**src/rtl/mdio_resp_pkg.sv**
```systemverilog
package mdio_resp_pkg;

    typedef enum logic [2:0] {
        ST_HUNT,
        ST_START,
        ST_OPCODE,
        ST_PHYADDR,
        ST_REGADDR,
        ST_TURN,
        ST_DATA
    } frame_state_t;

    typedef enum logic [1:0] {
        MODE_PASS,
        MODE_READ,
        MODE_WRITE
    } serve_mode_t;

    localparam logic [1:0] OPC_READ  = 2'b10;
    localparam logic [1:0] OPC_WRITE = 2'b01;

endpackage

```
**src/rtl/mdio_edge_sync.sv**
```systemverilog
module mdio_edge_sync #(
    parameter int STAGES = 2
) (
    input  logic clk,
    input  logic rst_n,
    input  logic mdc,
    input  logic mdio_in,
    output logic bit_stb,
    output logic bit_val
);
    logic [STAGES-1:0] mdc_q;
    logic [STAGES-1:0] dat_q;
    logic              mdc_last;

    always_ff @(posedge clk) begin
        if (!rst_n) begin
            mdc_q    <= '1;
            dat_q    <= '1;
            mdc_last <= 1'b1;
        end else begin
            mdc_q    <= {mdc_q[STAGES-2:0], mdc};
            dat_q    <= {dat_q[STAGES-2:0], mdio_in};
            mdc_last <= mdc_q[STAGES-1];
        end
    end

    assign bit_stb = mdc_q[STAGES-1] & ~mdc_last;
    assign bit_val = dat_q[STAGES-1];

endmodule

```
**src/rtl/mdio_reg_bank.sv**
```systemverilog
module mdio_reg_bank #(
    parameter int ADDR_W = 5,
    parameter int DATA_W = 16
) (
    input  logic              clk,
    input  logic              rst_n,
    input  logic              wr_en,
    input  logic [ADDR_W-1:0] wr_addr,
    input  logic [DATA_W-1:0] wr_data,
    input  logic [ADDR_W-1:0] rd_addr,
    output logic [DATA_W-1:0] rd_data
);
    localparam int NREG = 1 << ADDR_W;

    logic [DATA_W-1:0] mem [NREG];

    always_ff @(posedge clk) begin
        if (!rst_n) begin
            for (int i = 0; i < NREG; i++) begin
                mem[i] <= '0;
            end
        end else if (wr_en) begin
            mem[wr_addr] <= wr_data;
        end
    end

    assign rd_data = mem[rd_addr];


    commit_visible_chk: assert property (@(posedge clk) disable iff (!rst_n)
        (wr_en && (rd_addr == wr_addr)) |=> (rd_data == $past(wr_data)));

endmodule

```
**src/rtl/mdio_frame_fsm.sv**
```systemverilog
module mdio_frame_fsm
    import mdio_resp_pkg::*;
#(
    parameter int ADDR_W  = 5,
    parameter int DATA_W  = 16,
    parameter int PRE_LEN = 32
) (
    input  logic              clk,
    input  logic              rst_n,
    input  logic              bit_stb,
    input  logic              bit_val,
    input  logic [ADDR_W-1:0] local_addr,
    input  logic [DATA_W-1:0] rd_data,
    output logic [ADDR_W-1:0] rd_addr,
    output logic              wr_en,
    output logic [ADDR_W-1:0] wr_addr,
    output logic [DATA_W-1:0] wr_data,
    output logic              mdio_out,
    output logic              mdio_oe
);
    localparam int PRE_W = $clog2(PRE_LEN + 1);
    localparam int FLD_W = $clog2(DATA_W);
    localparam logic [FLD_W-1:0] ADDR_LAST = FLD_W'(ADDR_W - 1);
    localparam logic [FLD_W-1:0] DATA_LAST = FLD_W'(DATA_W - 1);
    localparam logic [PRE_W-1:0] PRE_FULL  = PRE_W'(PRE_LEN);

    frame_state_t      state, state_n;
    serve_mode_t       mode, mode_n;
    logic [PRE_W-1:0]  pre_cnt, pre_n;
    logic [FLD_W-1:0]  fld, fld_n;
    logic [1:0]        op_sr, op_n;
    logic [ADDR_W-1:0] phy_sr, phy_n;
    logic [ADDR_W-1:0] reg_sr, reg_n;
    logic [DATA_W-2:0] dsr, dsr_n;
    logic [DATA_W-1:0] rshift;
    logic              pre_full;

    assign pre_full = (pre_cnt == PRE_FULL);
    assign rd_addr  = reg_sr;

    // next-state and field collection
    always_comb begin
        state_n = state;
        mode_n  = mode;
        pre_n   = pre_cnt;
        fld_n   = fld;
        op_n    = op_sr;
        phy_n   = phy_sr;
        reg_n   = reg_sr;
        dsr_n   = dsr;
        if (bit_stb) begin
            unique case (state)
                ST_HUNT: begin
                    if (bit_val) begin
                        if (!pre_full) pre_n = pre_cnt + 1'b1;
                    end else begin
                        pre_n = '0;
                        if (pre_full) state_n = ST_START;
                    end
                end
                ST_START: begin
                    fld_n   = '0;
                    state_n = bit_val ? ST_OPCODE : ST_HUNT;
                end
                ST_OPCODE: begin
                    op_n = {op_sr[0], bit_val};
                    if (fld == '0) begin
                        fld_n = fld + 1'b1;
                    end else begin
                        fld_n   = '0;
                        state_n = (op_n == OPC_READ || op_n == OPC_WRITE) ? ST_PHYADDR : ST_HUNT;
                    end
                end
                ST_PHYADDR: begin
                    phy_n = {phy_sr[ADDR_W-2:0], bit_val};
                    if (fld == ADDR_LAST) begin
                        fld_n   = '0;
                        state_n = ST_REGADDR;
                    end else begin
                        fld_n = fld + 1'b1;
                    end
                end
                ST_REGADDR: begin
                    reg_n = {reg_sr[ADDR_W-2:0], bit_val};
                    if (fld == ADDR_LAST) begin
                        fld_n   = '0;
                        state_n = ST_TURN;
                        if (phy_sr != local_addr) mode_n = MODE_PASS;
                        else if (op_sr == OPC_READ) mode_n = MODE_READ;
                        else mode_n = MODE_WRITE;
                    end else begin
                        fld_n = fld + 1'b1;
                    end
                end
                ST_TURN: begin
                    if (fld == '0) begin
                        fld_n = fld + 1'b1;
                    end else begin
                        fld_n   = '0;
                        state_n = ST_DATA;
                    end
                end
                ST_DATA: begin
                    if (mode == MODE_WRITE) dsr_n = {dsr[DATA_W-3:0], bit_val};
                    if (fld == DATA_LAST) begin
                        fld_n   = '0;
                        pre_n   = '0;
                        mode_n  = MODE_PASS;
                        state_n = ST_HUNT;
                    end else begin
                        fld_n = fld + 1'b1;
                    end
                end
                default: state_n = ST_HUNT;
            endcase
        end
    end

    // state register
    always_ff @(posedge clk) begin
        if (!rst_n) begin
            state   <= ST_HUNT;
            mode    <= MODE_PASS;
            pre_cnt <= '0;
            fld     <= '0;
            op_sr   <= '0;
            phy_sr  <= '0;
            reg_sr  <= '0;
            dsr     <= '0;
        end else begin
            state   <= state_n;
            mode    <= mode_n;
            pre_cnt <= pre_n;
            fld     <= fld_n;
            op_sr   <= op_n;
            phy_sr  <= phy_n;
            reg_sr  <= reg_n;
            dsr     <= dsr_n;
        end
    end

    // outputs: line drive and register commit
    always_ff @(posedge clk) begin
        if (!rst_n) begin
            mdio_oe  <= 1'b0;
            mdio_out <= 1'b0;
            rshift   <= '0;
            wr_en    <= 1'b0;
            wr_addr  <= '0;
            wr_data  <= '0;
        end else begin
            wr_en <= 1'b0;
            if (bit_stb && state == ST_DATA && mode == MODE_WRITE && fld == DATA_LAST) begin
                wr_en   <= 1'b1;
                wr_addr <= reg_sr;
                wr_data <= {dsr, bit_val};
            end
            if (bit_stb && mode == MODE_READ) begin
                if (state == ST_TURN) begin
                    if (fld == '0) begin
                        mdio_oe  <= 1'b1;
                        mdio_out <= 1'b0;
                    end else begin
                        mdio_out <= rd_data[DATA_W-1];
                        rshift   <= {rd_data[DATA_W-2:0], 1'b0};
                    end
                end else if (state == ST_DATA) begin
                    if (fld == DATA_LAST) begin
                        mdio_oe  <= 1'b0;
                        mdio_out <= 1'b0;
                    end else begin
                        mdio_out <= rshift[DATA_W-1];
                        rshift   <= {rshift[DATA_W-2:0], 1'b0};
                    end
                end
            end
        end
    end


    drive_only_read_chk: assert property (@(posedge clk) disable iff (!rst_n)
        mdio_oe |-> (mode == MODE_READ && (state == ST_TURN || state == ST_DATA)));


    out_after_edge_chk: assert property (@(posedge clk) disable iff (!rst_n)
        (!$stable(mdio_oe) || !$stable(mdio_out)) |-> $past(bit_stb));


    turnaround_low_chk: assert property (@(posedge clk) disable iff (!rst_n)
        $rose(mdio_oe) |-> (state == ST_TURN && mdio_out == 1'b0));


    preamble_gate_chk: assert property (@(posedge clk) disable iff (!rst_n)
        (state == ST_START && $past(state) == ST_HUNT) |-> ($past(pre_cnt) == PRE_FULL));

endmodule

```
**src/rtl/mdio_responder.sv**
```systemverilog
module mdio_responder #(
    parameter int ADDR_W      = 5,
    parameter int DATA_W      = 16,
    parameter int PRE_LEN     = 32,
    parameter int SYNC_STAGES = 2
) (
    input  logic              clk,
    input  logic              rst_n,
    input  logic              mdc,
    input  logic              mdio_in,
    input  logic [ADDR_W-1:0] local_addr,
    output logic              mdio_out,
    output logic              mdio_oe
);
    logic              bit_stb;
    logic              bit_val;
    logic              wr_en;
    logic [ADDR_W-1:0] wr_addr;
    logic [DATA_W-1:0] wr_data;
    logic [ADDR_W-1:0] rd_addr;
    logic [DATA_W-1:0] rd_data;

    mdio_edge_sync #(.STAGES(SYNC_STAGES)) u_sync (
        .clk     (clk),
        .rst_n   (rst_n),
        .mdc     (mdc),
        .mdio_in (mdio_in),
        .bit_stb (bit_stb),
        .bit_val (bit_val)
    );

    mdio_frame_fsm #(.ADDR_W(ADDR_W), .DATA_W(DATA_W), .PRE_LEN(PRE_LEN)) u_fsm (
        .clk        (clk),
        .rst_n      (rst_n),
        .bit_stb    (bit_stb),
        .bit_val    (bit_val),
        .local_addr (local_addr),
        .rd_data    (rd_data),
        .rd_addr    (rd_addr),
        .wr_en      (wr_en),
        .wr_addr    (wr_addr),
        .wr_data    (wr_data),
        .mdio_out   (mdio_out),
        .mdio_oe    (mdio_oe)
    );

    mdio_reg_bank #(.ADDR_W(ADDR_W), .DATA_W(DATA_W)) u_bank (
        .clk     (clk),
        .rst_n   (rst_n),
        .wr_en   (wr_en),
        .wr_addr (wr_addr),
        .wr_data (wr_data),
        .rd_addr (rd_addr),
        .rd_data (rd_data)
    );

endmodule

```
**config.mk**
```make
export PLATFORM = sky130hd
export DESIGN_NAME = mdio_responder
export DESIGN_NICKNAME = d
export VERILOG_FILES = /design/src/rtl/mdio_resp_pkg.sv /design/src/rtl/mdio_edge_sync.sv /design/src/rtl/mdio_reg_bank.sv /design/src/rtl/mdio_frame_fsm.sv /design/src/rtl/mdio_responder.sv
export SDC_FILE = /design/constraint.sdc
export NUM_CORES = 1
export LEC_CHECK = 0
export BUFFER_PORTS_ARGS = -buffer_cell sky130_fd_sc_hd__buf_2
export CORE_MARGIN = 4
export CORE_UTILIZATION = 45
export DETAILED_ROUTE_END_ITERATION = 12
export GPL_TIMING_DRIVEN = 0
export SLEW_MARGIN = 0
export SYNTH_ARGS = -nofsm -noshare
export SYNTH_HDL_FRONTEND = slang
export SYNTH_SLANG_ARGS = --single-unit
export TNS_END_PERCENT = 20
```
**constraint.sdc**
```tcl
create_clock -name clk -period 3.88 [get_ports clk]
set_input_delay 0.194 -clock clk [delete_from_list [all_inputs] [get_ports clk]]
set_output_delay 0.194 -clock clk [all_outputs]
set_load 0.1 [all_outputs]
```
### After elaboration in Yosys (flattened, before gate mapping)

Memory sizes are Yosys's and may differ from the RTL's. A register that Yosys moved wholly into a read port is not among the register bits.
Index checks and enable logic that the tools add are counted.

* register bits: 87
* bits in writable memories: 512
* bits of input ports: 9
* output and inout bits: 2
* memories kept: 1

* add/subtract/negate cells: 2
* equal/unequal tests: 25
* mux-type cells: 45
* bitwise operators: 2
* reductions and logical operators: 26

Memories
* u_bank.mem: words 32, width 16, read ports 1, clocked after memory_dff 1, wr ports 32, line mdio_reg_bank.sv:15 `logic [DATA_W-1:0] mem [NREG];`

Operators by type and width (count)
* 16-bit 2-to-1 mux: 5
* 3-bit 2-to-1 mux: 7
* 3-bit one-hot mux with 7 select lines: 1
* 6-bit 2-to-1 mux: 3
* 4-bit one-hot mux with 4 select lines: 1
* 4-bit AND reduction: 4
* 16-bit OR reduction: 1
* 5-bit 2-to-1 mux: 3
* 1-bit 2-to-1 mux: 14
* 2-bit 2-to-1 mux: 6
* 4-bit 2-to-1 mux: 3
* 6-bit one-hot mux with 2 select lines: 1
* 2-bit by 1-bit inequality test with 1-bit output (second input constant): 5
* 2-bit AND reduction: 5
* 3-bit == test (second input constant): 3
* 2-bit inequality test (second input constant): 4
* 8-bit AND reduction: 1
* 2-bit nonzero test: 4
* 6-bit by 1-bit adder with 6-bit output (second input constant): 1
* 2-bit == test (second input constant): 3
* 3-bit by 2-bit == test with 1-bit output (second input constant): 2
* 6-bit == test (second input constant): 1
* 5-bit inequality test: 1
* 4-bit by 1-bit adder with 4-bit output (second input constant): 1
* 15 further kinds: 20

### Longest topological paths before layout

* depth after elaboration: 6
* gate-level depth with buffers: 9

### Cells and area by module

Synthesis repeated with hierarchy kept, for this count alone.

* cell total of the unflattened synthesis: 2164
* area, all modules: 27600.2 um^2

Modules (own cells, without submodules)
* mdio_reg_bank: times used 1, cells an instance 1763, area an instance 23724.0 um^2
* mdio_frame_fsm: times used 1, cells an instance 390, area an instance 3738.6 um^2
* mdio_edge_sync: times used 1, cells an instance 11, area an instance 137.6 um^2

### Worst setup path after synthesis

OpenSTA, ideal clock, no wires.

* path kind: flip-flop to flip-flop
* start: reg u_fsm.wr_addr[2]
* end: mem u_bank.mem[4][0], enable pin
* setup time: 411 ps
* arrival time: 2313 ps
* required time: 3469 ps
* slack: 1155 ps
* cell stages (with the launch flop): 5
* clock period less this slack: 2725 ps
* cell sequence: dfxtp_1 -> clkbuf_1 -> or3b_2 -> clkbuf_1 -> o21ai_0

RTL lines
* from (decl): line mdio_frame_fsm.sv:16 `output logic [ADDR_W-1:0] wr_addr,`
* from (signal assigned): line mdio_frame_fsm.sv:155 `wr_addr <= reg_sr;`
* to (decl): line mdio_reg_bank.sv:15

==> results.toml <==
[clock_tree]
postCtsSetupRepairBufs = 0
ctsHoldBuffers = 2
cts_root_buf = "clkbuf_16"
clk_latency_ns = 0.62
htreeDepth = 3
clk_pin_slew_worst_paths_ns = 0.06
cts_made_buffers = 68
clockBufferDepth = 3
cts_tree = "yes"
cts_resized = 0
cts_sinks = 603

[worst_setup_path]
crit_end = "u_fsm.rshift[10]"
critical_path_required_ns = 4.36
arrival_ns = 4.23
crit_path_start_kind = "flop"
reg2reg_to = "u_fsm.rshift[10]"
r2r_slack_ns = 0.12
path_class = "reg2reg"
path_max_fanout = 10
r2r_cells = 7
critPathCaptureType = "flop"

[floorplan]
ios = 11
dieHeight_um = 254.7
start_util_pct = 45.45
die_w_um = 254.7
core_region_area_um2 = 60250
dieArea_um2 = 64860
rows = 90

[logic_synthesis]
synth_edf_count = 512
synth_flop_cell = "edfxtp_1"
syn_area_per_cell_um2 = 14.01
synth-compound-area-share_pct = 4.953
synth_fp_nets = 1967
muxShareOfSynthArea_pct = 12.32
syn_inst = 1954
synth-adder-area-share_pct = 0.1828
synth-seq-area-share_pct = 62.80
syn_area_um2 = 27380
yosys.area.top_type = "edfxtp_1"
ys_warn_count = 0
ys_ff_latch = 603
synth_xor_area_share_pct = 0.2239
synth.top_cells.by_area = "edfxtp_1 (56%), and2_1 (12%), mux4_2 (10%), dfxtp_1 (6.7%), mux2i_1 (1.8%)"
ys_async_sr_fraction_pct = 0
synthSimpleGateAreaFrac_pct = 16.75
netlist.area_leader.share_pct = 56.15
ys_types = 65
synth_top_family_by_area = "simple AND/OR/NAND/NOR gates"

[power]
p_per_area_nw_per_um2 = 447.0
p_leak_nw = 10.22
total_power_w = 0.01391
peakVddDrop_mv = 0.3084

[sta]
fin_ws_ns = 0.1247
period_share_pct = 96.79
fin_crit_ns = 3.755
tns_ns = 0
rsz0062_at_grt = "no"
finalSetupViolCount = 0
fmax_mhz = 266.3
hold_viol = 0
max_slew_margin_pct = 28.47
fin_skew_ns = 0.03348
maxSlewViolCount = 0
worst_pin_slew_ns = 1.073

[cells_and_area]
diodes = 0
drive_gt1_share_pct = 15.87
multi_input_area_um2 = 9549
fillers = 5038
regArea_um2 = 17200
final_util_pct = 51.67
area_delta_synth_final_pct = 13.67
fin_area_um2 = 31130
finalNetCount = 2081

[grt]
grt_use_total_pct = 26.45
grt_overflow = 0
grt_max_degree = 16
grt_pass1_vias = 16840
antenna_found_initial = 5
grt_pass1_wl_um = 121500

[detailed_routing]
vias = 16990
totalWireLength_um = 85220
via_per_inst = 5.862
ant_nets = 0
first_pass_iters = 5
wl_per_cell_um = 29.40
initialDrtViolationCount = 2062
drc = 0

[hold_path]
hp-class = "in2reg"
min_path_cells = 6

[place]
dpl.hpwl_um = 60380
gp_congestion = 0.9340
io_buffers = 9
place_area_um2 = 29050
dpl_worst_slack_ns = 0.1325

[outcome]
status = "complete, no violations"

[job]
max_cap_violations = 0
cell families (layout without fill, tap and decap cells):
| kind of cell | Yosys count | in the layout |
|---|---|---|
| buffers and inverters | 179 | 342 |
| AO/OA/AOI/OAI | 202 | 202 |
| AND/OR/NAND/NOR | 781 | 781 |
| flip-flops | 603 | 603 |
| XOR/XNOR | 7 | 7 |
| multiplexers | 178 | 178 |
| adder cells (fa/ha/maj) | 4 | 4 |
state kept, by name, indices dropped and copies added (netlist names), 3 cells and up, named ones only:
signal / cells
u_bank.mem: 512
u_fsm.wr_data: 16
u_fsm.dsr: 15
u_fsm.rshift: 15
u_fsm.pre_cnt: 6
u_fsm.phy_sr: 5
u_fsm.rd_addr: 5
u_fsm.wr_addr: 5
u_fsm.fld: 4
u_fsm.state: 3
power by group:
| group | leakage, nW | total [W] | switching, W | internal (W) |
|---|---|---|---|---|
| registers | 5.59 | 0.00735 | 0.0000727 | 0.00728 |
| clock network | 0.997 | 0.00611 | 0.00261 | 0.00350 |
| logic | 3.64 | 0.000451 | 0.000275 | 0.000176 |
| total | 10.2 | 0.0139 | 0.00296 | 0.0110 |
worst min-delay path by stage:
stage | start | slack (ns) | to
finish | local_addr[1] | 0.18 | u_fsm.mode[0]
global route | local_addr[1] | 0.20 | u_fsm.mode[0]
CTS | local_addr[1] | 0.16 | u_fsm.mode[0]
detailed placement | mdc | 0.38 | u_sync.mdc_q[0]
global placement | mdc | 0.38 | u_sync.mdc_q[0]
floorplan | mdio_in | 0.30 | u_sync.dat_q[0]
layer usage:
| layer | vias up | part of all wire [%] | track usage [%] |
|---|---|---|---|
| met1 | 8602 | 41 | 36.74 |
| met5 | - | 0.057 | 0 |
| met3 | 199 | 9.6 | 7.251 |
| met4 | 6 | 4.6 | 11.54 |
| li1 | 7384 | - | - |
| met2 | 803 | 44 | 39.46 |
critical path, cell delays in order, from the launching register on:
cell and delay [ns]:
dfxtp_1 0.30, buf_2 0.44, buf_2 0.50, clkbuf_1 0.85, mux4_2 0.49, a22oi_1 0.34
nand3_1 0.36, a22o_1 0.32
through the flow:
stage	std cells	hold WS, ns
floorplan	1954	0.2955
global placement	2745	0.3777
detailed placement	2777	0.3778
CTS	2898	0.1603
global route	2899	0.2002
finish	2899	0.1771
layout make-up:
cell class / instances / area share (%)
clock buffer: 95 / 5.997
inverter: 9 / 0.1085
sequential: 603 / 55.25
buffer: 170 / 2.327
multi-input combinational: 1172 / 30.68
tap: 782 / 3.143
timing repair buffer: 44 / 1.893
clock inverter: 24 / 0.6070
cells in the final DEF (no fill, tap or decap), types with 38 or more instances in the layout:
cell type	n
and2_1	517
edfxtp_1	512
clkbuf_1	152
mux4_2	127
dfxtp_1	91
nand2_1	83
clkbuf_16	71
mux2i_1	48
nor2_1	46
buf_2	41
nor2b_1	38
synth_stat cells (all sizes together) (12+ instances only):
library cell and instances:
a22oi 15, buf 41, dfxtp 91, mux4 127
a22o 13, clkbuf 129, nand2 83, o21ai 64
a21boi 34, a211oi 14, nor2 46, edfxtp 512
nor3 18, o22ai 12, nand3 22, nor2b 38
nand2b 12, and2 518, mux2i 48, o31ai 14
(Power assumes the default switching activity.)
